$ cat src/rtl/rpr_pkg.sv
package rpr_pkg;
  localparam int NUM_CH   = 2;
  localparam int CH_IDX_W = (NUM_CH > 1) ? $clog2(NUM_CH) : 1;
  localparam int BYTE_W   = 8;
  localparam int MATCH_W  = 18;
  localparam int VEC_W    = 16;
  localparam int HI_W     = MATCH_W - 2 * BYTE_W;
  localparam int REG_AW   = 18;

  typedef enum logic [2:0] {
    RD_NONE, RD_CTRL, RD_LO, RD_MID, RD_HI, RD_VLO, RD_VHI
  } rdField_e;

  typedef struct packed {
    logic                wrCtrl;
    logic [NUM_CH-1:0]   wrLo;
    logic [NUM_CH-1:0]   wrMid;
    logic [NUM_CH-1:0]   wrHi;
    logic [NUM_CH-1:0]   wrVecLo;
    logic [NUM_CH-1:0]   wrVecHi;
    rdField_e            rdField;
    logic [CH_IDX_W-1:0] rdChan;
    logic [BYTE_W-1:0]   data;
  } regStrobe_t;
endpackage

$ cat src/rtl/rpr_decode.sv
module rpr_decode
  import rpr_pkg::*;
#(
  parameter logic [REG_AW-1:0] CTRL_ADDR  = 18'h03FC6,
  parameter logic [REG_AW-1:0] MATCH_BASE = 18'h03FC7,
  parameter logic [REG_AW-1:0] VEC_BASE   = 18'h03FCD
) (
  input  logic [REG_AW-1:0] regAddr,
  input  logic              regWrEn,
  input  logic              regRdEn,
  input  logic [BYTE_W-1:0] regWrData,
  output regStrobe_t        strb
);
  localparam int MATCH_STRIDE = 3;
  localparam int VEC_STRIDE   = 2;

  always_comb begin
    strb         = '0;
    strb.rdField = RD_NONE;
    strb.data    = regWrData;
    if (regAddr == CTRL_ADDR) begin
      strb.wrCtrl = regWrEn;
      if (regRdEn) strb.rdField = RD_CTRL;
    end
    for (int c = 0; c < NUM_CH; c++) begin
      if (regAddr == MATCH_BASE + REG_AW'(MATCH_STRIDE * c)) begin
        strb.wrLo[c] = regWrEn;
        if (regRdEn) begin strb.rdField = RD_LO; strb.rdChan = CH_IDX_W'(c); end
      end
      if (regAddr == MATCH_BASE + REG_AW'(MATCH_STRIDE * c + 1)) begin
        strb.wrMid[c] = regWrEn;
        if (regRdEn) begin strb.rdField = RD_MID; strb.rdChan = CH_IDX_W'(c); end
      end
      if (regAddr == MATCH_BASE + REG_AW'(MATCH_STRIDE * c + 2)) begin
        strb.wrHi[c] = regWrEn;
        if (regRdEn) begin strb.rdField = RD_HI; strb.rdChan = CH_IDX_W'(c); end
      end
      if (regAddr == VEC_BASE + REG_AW'(VEC_STRIDE * c)) begin
        strb.wrVecLo[c] = regWrEn;
        if (regRdEn) begin strb.rdField = RD_VLO; strb.rdChan = CH_IDX_W'(c); end
      end
      if (regAddr == VEC_BASE + REG_AW'(VEC_STRIDE * c + 1)) begin
        strb.wrVecHi[c] = regWrEn;
        if (regRdEn) begin strb.rdField = RD_VHI; strb.rdChan = CH_IDX_W'(c); end
      end
    end
  end
endmodule

$ cat src/rtl/rpr_datapath.sv
module rpr_datapath
  import rpr_pkg::*;
(
  input  logic                          clk,
  input  logic                          rst_n,
  input  regStrobe_t                    strb,
  input  logic [MATCH_W-1:0]            fetchAddr,
  input  logic                          fetchValid,
  output logic [NUM_CH-1:0]             chHit,
  output logic [NUM_CH-1:0][VEC_W-1:0]  chVec,
  output logic [BYTE_W-1:0]             rdData
);
  logic [NUM_CH-1:0]                chEn;
  logic [NUM_CH-1:0][MATCH_W-1:0]   matchAddr;

  always_ff @(posedge clk or negedge rst_n) begin
    if (!rst_n)           chEn <= '0;
    else if (strb.wrCtrl) chEn <= strb.data[NUM_CH-1:0];
  end

  for (genvar c = 0; c < NUM_CH; c++) begin : g_ch
    logic [MATCH_W-1:0] addrQ;
    logic [VEC_W-1:0]   vecQ;

    // Match address has no reset: enable clears on reset instead.
    always_ff @(posedge clk) begin
      if (strb.wrLo[c])  addrQ[BYTE_W-1:0]          <= strb.data;
      if (strb.wrMid[c]) addrQ[2*BYTE_W-1:BYTE_W]   <= strb.data;
      if (strb.wrHi[c])  addrQ[MATCH_W-1:2*BYTE_W]  <= strb.data[HI_W-1:0];
    end

    always_ff @(posedge clk or negedge rst_n) begin
      if (!rst_n) vecQ <= '0;
      else begin
        if (strb.wrVecLo[c]) vecQ[BYTE_W-1:0]      <= strb.data;
        if (strb.wrVecHi[c]) vecQ[VEC_W-1:BYTE_W]  <= strb.data;
      end
    end

    assign matchAddr[c] = addrQ;
    assign chVec[c]     = vecQ;
    assign chHit[c]     = fetchValid && chEn[c] && (fetchAddr == addrQ);
  end

  always_comb begin
    case (strb.rdField)
      RD_CTRL: rdData = BYTE_W'(chEn);
      RD_LO:   rdData = matchAddr[strb.rdChan][BYTE_W-1:0];
      RD_MID:  rdData = matchAddr[strb.rdChan][2*BYTE_W-1:BYTE_W];
      RD_HI:   rdData = BYTE_W'(matchAddr[strb.rdChan][MATCH_W-1:2*BYTE_W]);
      RD_VLO:  rdData = chVec[strb.rdChan][BYTE_W-1:0];
      RD_VHI:  rdData = chVec[strb.rdChan][VEC_W-1:BYTE_W];
      default: rdData = '0;
    endcase
  end

  // the decoder never raises two write strobes for one access
  p_one_write_r2: assert property (@(posedge clk) disable iff (!rst_n)
    $countones({strb.wrCtrl, strb.wrLo, strb.wrMid, strb.wrHi,
                strb.wrVecLo, strb.wrVecHi}) <= 1);

  // unimplemented high-byte bits read back as zero
  p_hi_zero_r3: assert property (@(posedge clk) disable iff (!rst_n)
    (strb.rdField == RD_HI) |-> (rdData[BYTE_W-1:HI_W] == '0));

  // a control write lands on the next edge
  p_ctrl_upd_r4: assert property (@(posedge clk) disable iff (!rst_n)
    strb.wrCtrl |=> (chEn == $past(strb.data[NUM_CH-1:0])));

  // a disabled channel never reports a hit
  p_no_hit_off_r7: assert property (@(posedge clk) disable iff (!rst_n)
    (chEn == '0) |-> (chHit == '0));
endmodule

$ cat src/rtl/rpr_redirect.sv
module rpr_redirect
  import rpr_pkg::*;
(
  input  logic                          clk,
  input  logic                          rst_n,
  input  logic                          fetchValid,
  input  logic [NUM_CH-1:0]             chHit,
  input  logic [NUM_CH-1:0][VEC_W-1:0]  chVec,
  output logic                          redirect,
  output logic [MATCH_W-1:0]            redirectPc
);
  logic [NUM_CH-1:0] grant;

  always_comb begin
    grant = '0;
    for (int c = NUM_CH - 1; c >= 0; c--) begin
      if (chHit[c]) grant = NUM_CH'(1) << c;
    end
  end

  always_comb begin
    redirectPc = '0;
    for (int c = 0; c < NUM_CH; c++) begin
      if (grant[c]) redirectPc = redirectPc | MATCH_W'(chVec[c]);
    end
  end

  assign redirect = |grant;

  // at most one channel is granted
  p_onehot_grant_r8: assert property (@(posedge clk) disable iff (!rst_n)
    $onehot0(grant));

  // channel 0 wins whenever it hits
  p_prio_ch0_r8: assert property (@(posedge clk) disable iff (!rst_n)
    chHit[0] |-> (redirectPc == MATCH_W'(chVec[0])));

  // redirect only with a valid fetch
  p_fetch_gate_r6: assert property (@(posedge clk) disable iff (!rst_n)
    redirect |-> fetchValid);

  // no redirect leaves the pc output at zero
  p_idle_pc_r6: assert property (@(posedge clk) disable iff (!rst_n)
    !redirect |-> (redirectPc == '0));
endmodule

$ cat src/rtl/rom_patch_redirect.sv
module rom_patch_redirect
  import rpr_pkg::*;
#(
  parameter logic [REG_AW-1:0] CTRL_ADDR  = 18'h03FC6,
  parameter logic [REG_AW-1:0] MATCH_BASE = 18'h03FC7,
  parameter logic [REG_AW-1:0] VEC_BASE   = 18'h03FCD
) (
  input  logic               clk,
  input  logic               rst_n,
  input  logic [REG_AW-1:0]  regAddr,
  input  logic               regWrEn,
  input  logic               regRdEn,
  input  logic [BYTE_W-1:0]  regWrData,
  output logic [BYTE_W-1:0]  regRdData,
  input  logic [MATCH_W-1:0] fetchAddr,
  input  logic               fetchValid,
  output logic               redirect,
  output logic [MATCH_W-1:0] redirectPc
);
  regStrobe_t                   strb;
  logic [NUM_CH-1:0]            chHit;
  logic [NUM_CH-1:0][VEC_W-1:0] chVec;

  rpr_decode #(
    .CTRL_ADDR (CTRL_ADDR),
    .MATCH_BASE(MATCH_BASE),
    .VEC_BASE  (VEC_BASE)
  ) decode_i (
    .regAddr  (regAddr),
    .regWrEn  (regWrEn),
    .regRdEn  (regRdEn),
    .regWrData(regWrData),
    .strb     (strb)
  );

  rpr_datapath datapath_i (
    .clk       (clk),
    .rst_n     (rst_n),
    .strb      (strb),
    .fetchAddr (fetchAddr),
    .fetchValid(fetchValid),
    .chHit     (chHit),
    .chVec     (chVec),
    .rdData    (regRdData)
  );

  rpr_redirect redirect_i (
    .clk       (clk),
    .rst_n     (rst_n),
    .fetchValid(fetchValid),
    .chHit     (chHit),
    .chVec     (chVec),
    .redirect  (redirect),
    .redirectPc(redirectPc)
  );
endmodule

$ cat config.mk
export PLATFORM = sky130hd
export DESIGN_NAME = rom_patch_redirect
export DESIGN_NICKNAME = d
export VERILOG_FILES = /design/src/rtl/rpr_pkg.sv /design/src/rtl/rpr_decode.sv /design/src/rtl/rpr_datapath.sv /design/src/rtl/rpr_redirect.sv /design/src/rtl/rom_patch_redirect.sv
export SDC_FILE = /design/constraint.sdc
export NUM_CORES = 1
export LEC_CHECK = 0
export BUFFER_PORTS_ARGS = -buffer_cell sky130_fd_sc_hd__buf_4
export CAP_MARGIN = 5
export CELL_PAD_IN_SITES_DETAIL_PLACEMENT = 1
export CELL_PAD_IN_SITES_GLOBAL_PLACEMENT = 1
export CORE_UTILIZATION = 40
export DETAILED_ROUTE_END_ITERATION = 10
export PLACE_DENSITY = 0.79
export SLEW_MARGIN = 20
export SYNTH_ARGS = -nofsm -noshare
export SYNTH_HDL_FRONTEND = slang
export SYNTH_HIERARCHICAL = 1
export SYNTH_SLANG_ARGS = --single-unit
$ cat constraint.sdc
create_clock -name clk -period 2.3 [get_ports clk]
set_clock_uncertainty 0.1 [all_clocks]
set_input_delay 0.115 -clock clk [delete_from_list [all_inputs] [get_ports clk]]
set_output_delay 0.115 -clock clk [all_outputs]
set_load 0.1 [all_outputs]
==> metrics.md <==
| Metric | Value |
|---|---|
| Vias in the first global route | `3809` |
| Worst setup margin | `-0.555 ns` |
| Share of layout cells above drive strength 1 | `0.555` |
| Asr flop ratio synth | `0.486` |
| Sequential element share of the synthesized area | `0.484` |
| CP required | `2.09 ns` |
| Crit path max fanout | `7` |
| Layout area overhead | `59.8%` |
| Top cells by area, synth | `edfxtp_1 (27%), dfrtp_1 (21%), mux2_2 (9.6%), mux2i_1 (8.5%), xor2_1 (7.9%)` |
| Crit path buf inv count | `4` |
| Yosys warning count | `6` |
| Final count of hold timing violations | `0` |
| Reg clk slew, reported paths | `0.08 ns` |
| DP HPWL | `8960 µm` |
| Maximum VDD drop | `0.000298 V` |
| Largest area contributor in the netlist | `edfxtp_1` |
| Layout fillers | `943` |
| Wire per inst | `26.6 µm` |
| Initial antenna violation count | `0` |
| Full die area | `10400 µm²` |
| Crit path cell chain | `buf_6 > or4b_4 > or4_4 > a21oi_2 > o21a_4 > buf_12 > buf_12 > mux2i_4 > o22ai_2 > or2_4 > buf_12` |
| Lkg Pwr | `2.61 nW` |
| Register bit total from synthesis | `70` |
| Via count | `3492` |
| Most used cell, CP | `buf_12` |
| Max clock buf depth | `2` |
| Drt total wl | `16300 µm` |
| Clk root buf | `clkbuf_8` |
| Synthesized area | `3990 µm²` |
| Cell family with most CP delay | `simple AND/OR/NAND/NOR gates` |
| Max cap viols | `0` |
| DR vias/cell | `5.71` |
| CTS tree | `built` |
| Clk_lat worst skew | `0.36 ns` |
| Gpl congestion | `0.856` |
| Final antenna-violating net count | `0` |
| WS Path Type | `input pin to primary output` |
| Cell Area, Placed | `5120 µm²` |
| Final Util | `0.655` |
| Syn_area_per_cell | `11.3 µm²` |
| Cells after synthesis | `352` |
| RSZ-0062 raised after global routing | `true` |
| Synth unique cells | `41` |
| Worst EP arrival | `2.64 ns` |
| Number of remaining DRC errors | `0` |
| Slowest cell on crit path | `or4b_4` |
| Max Slew Vio Count | `0` |
| CTS H-tree lvls | `3` |
| Core box area | `9730 µm²` |
| Die height | `102 µm` |
| Num ports | `76` |
| Setup violators final | `25` |
| CP Capture Type | `primary output` |
| Fin nets | `523` |
| Residual overflow from global routing | `0` |
| Die Wd | `102 µm` |
| Failing checks | `setup timing` |
| Number of diodes | `0` |
| FP Rows | `36` |
| Design area | `6370 µm²` |
| Worst Setup Start Kind | `input pin` |
| Global-route wire length before repair | `23200 µm` |
| Largest net degree at the start of global routing | `35` |
| Post-layout minimum cycle time | `2.86 ns` |
| Number of clock sinks | `70` |
| EDFF count, synth | `36` |
| Port Buffer Count | `73` |
| Gr usage total | `0.317` |
| Power Density | `421 nW/µm²` |
| First drt pass iteration count | `5` |
| Fmax | `350 MHz` |
| DR iter-0 viols | `182` |
| Initial cell density of the core | `0.410` |
| Slowest stage delay, CP | `0.52 ns` |
| Num CTS Buffers | `9` |
| Main flop type after synthesis | `edfxtp_1` |
| Top-area cell type share of the netlist area | `0.271` |
| Hold crit path type | `input pin to register` |
| Tcrit/Tclk final | `1.24` |
| Status | `finished with violations` |
[power by group]
part	switching [mW]	internal [mW]	total (mW)
clock	0.540	0.604	1.14
combinational	0.124	0.0995	0.223
sequential	0.0000740	1.32	1.32
total	0.664	2.02	2.68
[synth_stat cells, types with 3 or more instances]
library cell / number
a21oi_1: 3
buf_4: 13
buf_6: 6
clkbuf_1: 7
dfrtp_1: 34
edfxtp_1: 36
mux2_2: 34
mux2i_1: 34
nand2_1: 40
nand3b_1: 4
nand4_1: 3
nor2_1: 17
nor4_1: 12
o21a_1: 3
o21ai_0: 3
o21ai_1: 15
o22ai_1: 15
or2_1: 7
xor2_1: 36
[metal layers]
layer	GRT usage	vias up	wire, µm
met5	0	-	0
met3	0.0691	57	937
li1	-	1501	-
met2	0.537	166	8220
met1	0.369	1768	6400
met4	0.191	0	732
[cells by family (layout without fill, tap and decap cells)]
logic type	after synthesis	after routing	share of synthesized area
compound gates	46	46	0.0706
mux	68	68	0.181
buf+inv	29	155	0.0515
flops	70	70	0.484
simple gates	102	102	0.132
other cells	1	2	0.000940
xor+xnor	36	36	0.0791
[placed cells by master, fill, tap and decap left out, types with 10 or more instances in the layout]
cell	n
nor2_1	17
mux2i_1	17
o21ai_4	16
dfrtp_1	34
nand2_1	23
mux2_2	34
buf_4	78
buf_6	10
edfxtp_1	36
xor2_1	34
buf_12	32
nand2_2	10
[flip-flops by register name (all words and copies together), names as in the netlist]
signal	count
datapath_i/g_ch.addrQ	36
datapath_i/g_ch.vecQ	32
datapath_i/chEn	2
[stage by stage]
stage                     TNS [ns]  power [mW]  hold slack, ns  setup slack, ns  instances
after floorplan              -1.23        1.42          -0.281           -0.209        353
after global placement       -8.51        1.52         -0.0183           -0.524        570
after detailed placement    -11.98        1.53        -0.00798           -0.590        570
after CTS                   -10.31        2.61           0.129           -0.456        610
after global routing        -13.70        2.75           0.166           -0.593        612
final                       -11.58        2.68           0.133           -0.555        612
[repair_timing]
action / CTS / global route
hold buffers: 9 / 0
buffers inserted: 12 / 2
hold endpoints to repair: 93 / 0
endpoints found under the setup margin: 25 / 25
resized for setup: 114 / 59
pin swaps: 9 / 15
cloned: 3 / 1
[final timing paths]
kind                            cells after the start                                       to  slack (ns)                                    from
worst max-delay path                               11                             regRdData[7]       -0.56                             regAddr[17]
worst min-delay path                                3   datapath_i/g_ch[0].addrQ[17]$_DFFE_PP_        0.13                                 regWrEn
worst max register to register                      1   datapath_i/g_ch[0].vecQ[9]$_DFFE_PN0P_        1.32  datapath_i/g_ch[0].vecQ[9]$_DFFE_PN0P_
worst min register to register                      1   datapath_i/g_ch[1].vecQ[7]$_DFFE_PN0P_        0.45  datapath_i/g_ch[1].vecQ[7]$_DFFE_PN0P_
max in group asynchronous                           2   datapath_i/g_ch[1].vecQ[8]$_DFFE_PN0P_        1.60                                   rst_n
min in group asynchronous                           2  datapath_i/g_ch[1].vecQ[12]$_DFFE_PN0P_        0.16                                   rst_n
[layout make-up]
| type | count | area, µm² | share of cell area |
|---|---|---|---|
| repair buffers | 138 | 1600 | 0.251 |
| multi-input cells | 254 | 2460 | 0.386 |
| clock inverters | 7 | 88.8 | 0.0139 |
| flip-flops and latches | 70 | 1930 | 0.303 |
| clock buffers | 9 | 124 | 0.0194 |
| well taps | 133 | 166 | 0.0261 |
| inverters | 1 | 3.75 | 0.000589 |
No activity file was read; power rests on OpenSTA's default activity.
